===== config.mk =====
export PLATFORM = sky130hd
export DESIGN_NAME = usr_shift_reg
export DESIGN_NICKNAME = d
export VERILOG_FILES = /design/src/rtl/usr_pkg.sv /design/src/rtl/usr_next_state.sv /design/src/rtl/usr_bus_ctrl.sv /design/src/rtl/usr_shift_reg.sv
export SDC_FILE = /design/constraint.sdc
export NUM_CORES = 1
export LEC_CHECK = 0
export BUFFER_PORTS_ARGS = -buffer_cell sky130_fd_sc_hd__buf_4
export CORE_AREA = 2 2 39 41
export CTS_CLUSTER_DIAMETER = 30
export DETAILED_ROUTE_END_ITERATION = 12
export DIE_AREA = 0 0 41 43
export PLACE_DENSITY = 0.71
export SYNTH_ARGS = -nofsm -noshare
export SYNTH_HDL_FRONTEND = slang
export SYNTH_HIERARCHICAL = 1
export SYNTH_SLANG_ARGS = --single-unit

===== constraint.sdc =====
create_clock -name clk -period 1.4 [get_ports clk]
set_clock_uncertainty 0.2 [all_clocks]
set_input_delay 0.21 -clock clk [delete_from_list [all_inputs] [get_ports clk]]
set_output_delay 0.21 -clock clk [all_outputs]
set_load 0.005 [all_outputs]

===== src/rtl/usr_pkg.sv =====
// Shared definitions for the universal shift register.
// Assumes the two-bit mode encoding listed in the brief.
package usr_pkg;

    typedef enum logic [1:0] {
        MODE_HOLD = 2'b00,
        MODE_UP   = 2'b01,
        MODE_DOWN = 2'b10,
        MODE_LOAD = 2'b11
    } usr_mode_e;

endpackage


===== src/rtl/usr_next_state.sv =====
// Next-state selector: computes the register value that the coming
// rising edge will store, from the mode, serial inputs and bus value.
// Assumes W >= 2.
module usr_next_state #(
    parameter int W = 8
) (
    input  logic [W-1:0] cur,
    input  logic [1:0]   mode,
    input  logic         shr_in,
    input  logic         shl_in,
    input  logic [W-1:0] bus_in,
    output logic [W-1:0] nxt
);
    import usr_pkg::*;

    localparam int TOP = W - 1;

    logic [W-1:0] up_val;
    logic [W-1:0] down_val;

    // Build both shifted images bit by bit.
    genvar i;
    generate
        for (i = 0; i < W; i++) begin : g_shift
            if (i == 0) begin : g_lo
                assign up_val[i] = shr_in;
            end else begin : g_up
                assign up_val[i] = cur[i-1];
            end
            if (i == TOP) begin : g_hi
                assign down_val[i] = shl_in;
            end else begin : g_dn
                assign down_val[i] = cur[i+1];
            end
        end
    endgenerate

    // Choose the image that the selected mode asks for.
    always_comb begin
        unique case (usr_mode_e'(mode))
            MODE_HOLD: nxt = cur;
            MODE_UP:   nxt = up_val;
            MODE_DOWN: nxt = down_val;
            MODE_LOAD: nxt = bus_in;
            default:   nxt = cur;
        endcase
    end

endmodule


===== src/rtl/usr_bus_ctrl.sv =====
// Bus driver control: turns the shared bus drivers on only when both
// active-low enables are low and the bus is not being read for a load.
// Assumes nothing beyond the mode encoding in usr_pkg.
module usr_bus_ctrl (
    input  logic [1:0] mode,
    input  logic       oe_a_n,
    input  logic       oe_b_n,
    output logic       bus_oe
);
    import usr_pkg::*;

    logic enables_low;
    logic loading;

    // Both enables must be low and the bus must not be an input.
    always_comb begin
        enables_low = !oe_a_n && !oe_b_n;
        loading     = (usr_mode_e'(mode) == MODE_LOAD);
        bus_oe      = enables_low && !loading;
    end

endmodule


===== src/rtl/usr_shift_reg.sv =====
// Universal shift register with a split parallel bus (in, out, enable),
// two serial inputs, two always-driven end-bit outputs and an
// asynchronous active-low clear. Assumes W >= 2. The enables only gate
// the bus drivers and never the register.
module usr_shift_reg #(
    parameter int W = 8
) (
    input  logic         clk,
    input  logic         clr_n,
    input  logic [1:0]   mode,
    input  logic         shr_in,
    input  logic         shl_in,
    input  logic         oe_a_n,
    input  logic         oe_b_n,
    input  logic [W-1:0] bus_in,
    output logic [W-1:0] bus_out,
    output logic         bus_oe,
    output logic         low_out,
    output logic         high_out
);
    localparam int TOP = W - 1;

    logic [W-1:0] state_q;
    logic [W-1:0] state_d;

    usr_next_state #(.W(W)) u_next (
        .cur    (state_q),
        .mode   (mode),
        .shr_in (shr_in),
        .shl_in (shl_in),
        .bus_in (bus_in),
        .nxt    (state_d)
    );

    usr_bus_ctrl u_bus (
        .mode   (mode),
        .oe_a_n (oe_a_n),
        .oe_b_n (oe_b_n),
        .bus_oe (bus_oe)
    );

    // Register: cleared at once by clr_n, otherwise updated on the edge.
    always_ff @(posedge clk or negedge clr_n) begin
        if (!clr_n) begin
            state_q <= '0;
        end else begin
            state_q <= state_d;
        end
    end

    // Drive the parallel and serial outputs from the register.
    always_comb begin
        bus_out  = state_q;
        low_out  = state_q[0];
        high_out = state_q[TOP];
    end

endmodule


==> results by group <==
Run status
  • Status: complete, no violations

Global routing
  • Wire length of the first global-routing pass: 1435 um
  • Initial antenna violation count: 0
  • Total gr overflow: 0
  • Vias in the first global route: 333
  • Tot GR Track Use: 13.02%
  • Largest net degree at the start of global routing: 10

Setup path
  • Worst-path cell chain: buf_4
  • CP required: 990 ps
  • Worst-path fanout max: 4
  • Data arrival, critical path: 800 ps
  • CP bufs+invs: 1
  • Setup crit end kind: primary output
  • Setup crit start kind: register
  • Top delay family on crit path: flip-flops
  • WS Path Type: register to primary output
  • Max stage delay on crit path: 410 ps
  • Crit-path slowest cell: dfrtp_1
  • Setup slack, reg-to-reg: 190 ps

Routing
  • DRC violations left: 0
  • Detailed-route via count: 308
  • Vias per cell: 4.889
  • Final WL: 900 um
  • DR WL/cell: 14.29 um
  • Post-route ant nets: 0
  • DR pass1 iterations: 2
  • 1st-iter DRT viols: 1

Yosys
  • Synth top area cells: dfrtp_1 (47%), mux4_2 (42%), buf_6 (5.2%)
  • Synthesized instance count: 21
  • FF+latch count, synth: 8
  • Synth Warn #: 6
  • Post-synth top area share: 46.51%
  • Dominant cell type by area after synthesis: dfrtp_1
  • Synthesized netlist net count: 37
  • Mapped Avg Cell Area: 20.50 um^2
  • Register area share after synthesis: 46.51%
  • Synth Cell Area: 430.4 um^2
  • Post-synthesis cell type count: 5

Place
  • PortBufs: 26
  • GPL Wtd Cong: 0.6783

Cells and area
  • Nets: 65
  • Number of diodes: 0
  • Synthesis-to-finish area growth: 48.84%
  • Layout cells sized above 1: 80.85%
  • Core Util, Final: 46.29%
  • Max FFs per register: 8

CTS
  • H-tree levels: 1
  • Post-cts sizing count: 0
  • Clk sink count: 8
  • CTS tree: yes
  • CTS root buffer: clkbuf_4
  • Worst-Skew Late Latency: 240 ps
  • Setup Fix Bufs, Post-CTS: 0
  • Clk buf depth: 2
  • Total CTS buffers: 3
  • Clock Pin Slew Worst Setup and Hold Paths: 50 ps

Floorplan
  • Die Span Y: 43 um
  • Die area: 0.001763 mm^2
  • DIE WIDTH: roughly 41 um
  • I/O pins: 27
  • Initial Util: 31.10%
  • Core Rows: 14
  • Core area: 0.001384 mm^2

Power and ir drop
  • Leakage: 0.0002900 uW
  • Peak VDD IR: 0.3693 mV
  • Pwr/cell area: 1154 mW/mm^2

STA
  • RSZ-0062 raised after global routing: no
  • Period utilization: 86.61%
  • Tightest Pin Transition: roughly 150 ps
  • Setup TNS: 0 ps
  • Slew margin rel.: 89.94%
  • Fin crit period: 1213 ps
  • Hold Fails Final Rpt: 0
  • FMAX: 824.7 MHz
  • Final Max Slew Viols: 0
  • Final setup vio count: 0

Job
  • Max Cap Violations: 0

Worst hold path
  • Type of the worst min-delay path: input port to register
-- routing by layer --
metal  vias up  routed length (um)  part of all wire (%)  track usage [%]
li1        140                   -                     -                -
met4         0                  27                   3.0            12.00
met1       155                 357                    40            16.96
met2        11                 476                    53            17.81
met3         2                  39                   4.3            1.571
met5         -                   0                     0                0
-- synthesized netlist by cell type (all sizes together) --
master / count
mux4: 8
dfrtp: 8
a211oi: 1
buf: 4
-- cells by family (layout without fill, tap and decap cells) --
family	Yosys count	count (layout)	share of synthesized area, %
multiplexers	8	8	41.86
flip-flops	8	8	46.51
buffers and inverters	4	30	8.720
AO/OA/AOI/OAI	1	1	2.907
-- what timing repair did --
item,in CTS,in global routing
endpoints found under the setup margin,0,0
hold buffers,1,0
endpoints found under the hold margin,8,0
-- layout by cell type, fill, tap and decap left out --
cell / synthesis / final
buf_4: 2 / 26
dfrtp_1: 8 / 8
mux4_2: 8 / 8
clkbuf_4: 0 / 3
dlygate4sd3_1: 0 / 1
a211oi_2: 1 / 1
-- through the flow --
| stage | worst slack [ps] | cells | instance area, um^2 | hold slack [ps] | power (uW) |
|---|---|---|---|---|---|
| 2_1_floorplan | 231.8 | 21 | 430.4 | -285.6 | 445.0 |
| 6_report | 187.4 | 63 | 640.6 | 92.62 | 739.0 |
| 3_3_place_gp | 167.4 | 59 | 608.1 | -171.9 | 573.9 |
| 4_1_cts | 175.1 | 63 | 640.6 | 84.83 | 748.9 |
| 5_1_grt | 151.9 | 63 | 640.6 | 81.14 | 783.9 |
| 3_5_place_dp | 150.0 | 59 | 608.1 | -168.4 | 581.8 |
-- power by group --
part / switching, uW / internal (uW)
clock network: 65.6 / 97.2
logic: 61.8 / 178
registers: 54.6 / 282
total: 182 / 557
-- final timing paths --
path	cells after the start	startpoint	endpoint
max	1	bus_out[4]	bus_out[4]
min	2	bus_in[0]	bus_out[0]
max reg2reg	1	bus_out[4]	bus_out[3]
min reg2reg	1	bus_out[5]	bus_out[4]
max in group asynchronous	2	clr_n	bus_out[0]
min in group asynchronous	2	clr_n	bus_out[6]
-- layout make-up --
cell class / instances / area (um^2)
clock buffers: 3 / 22.52
fillers: 133 / 743.2
multi-input cells: 9 / 192.7
flip-flops and latches: 8 / 200.2
well taps: 16 / 20.02
repair buffers: 27 / 205.2
No activity file was read; power rests on OpenSTA's default activity.
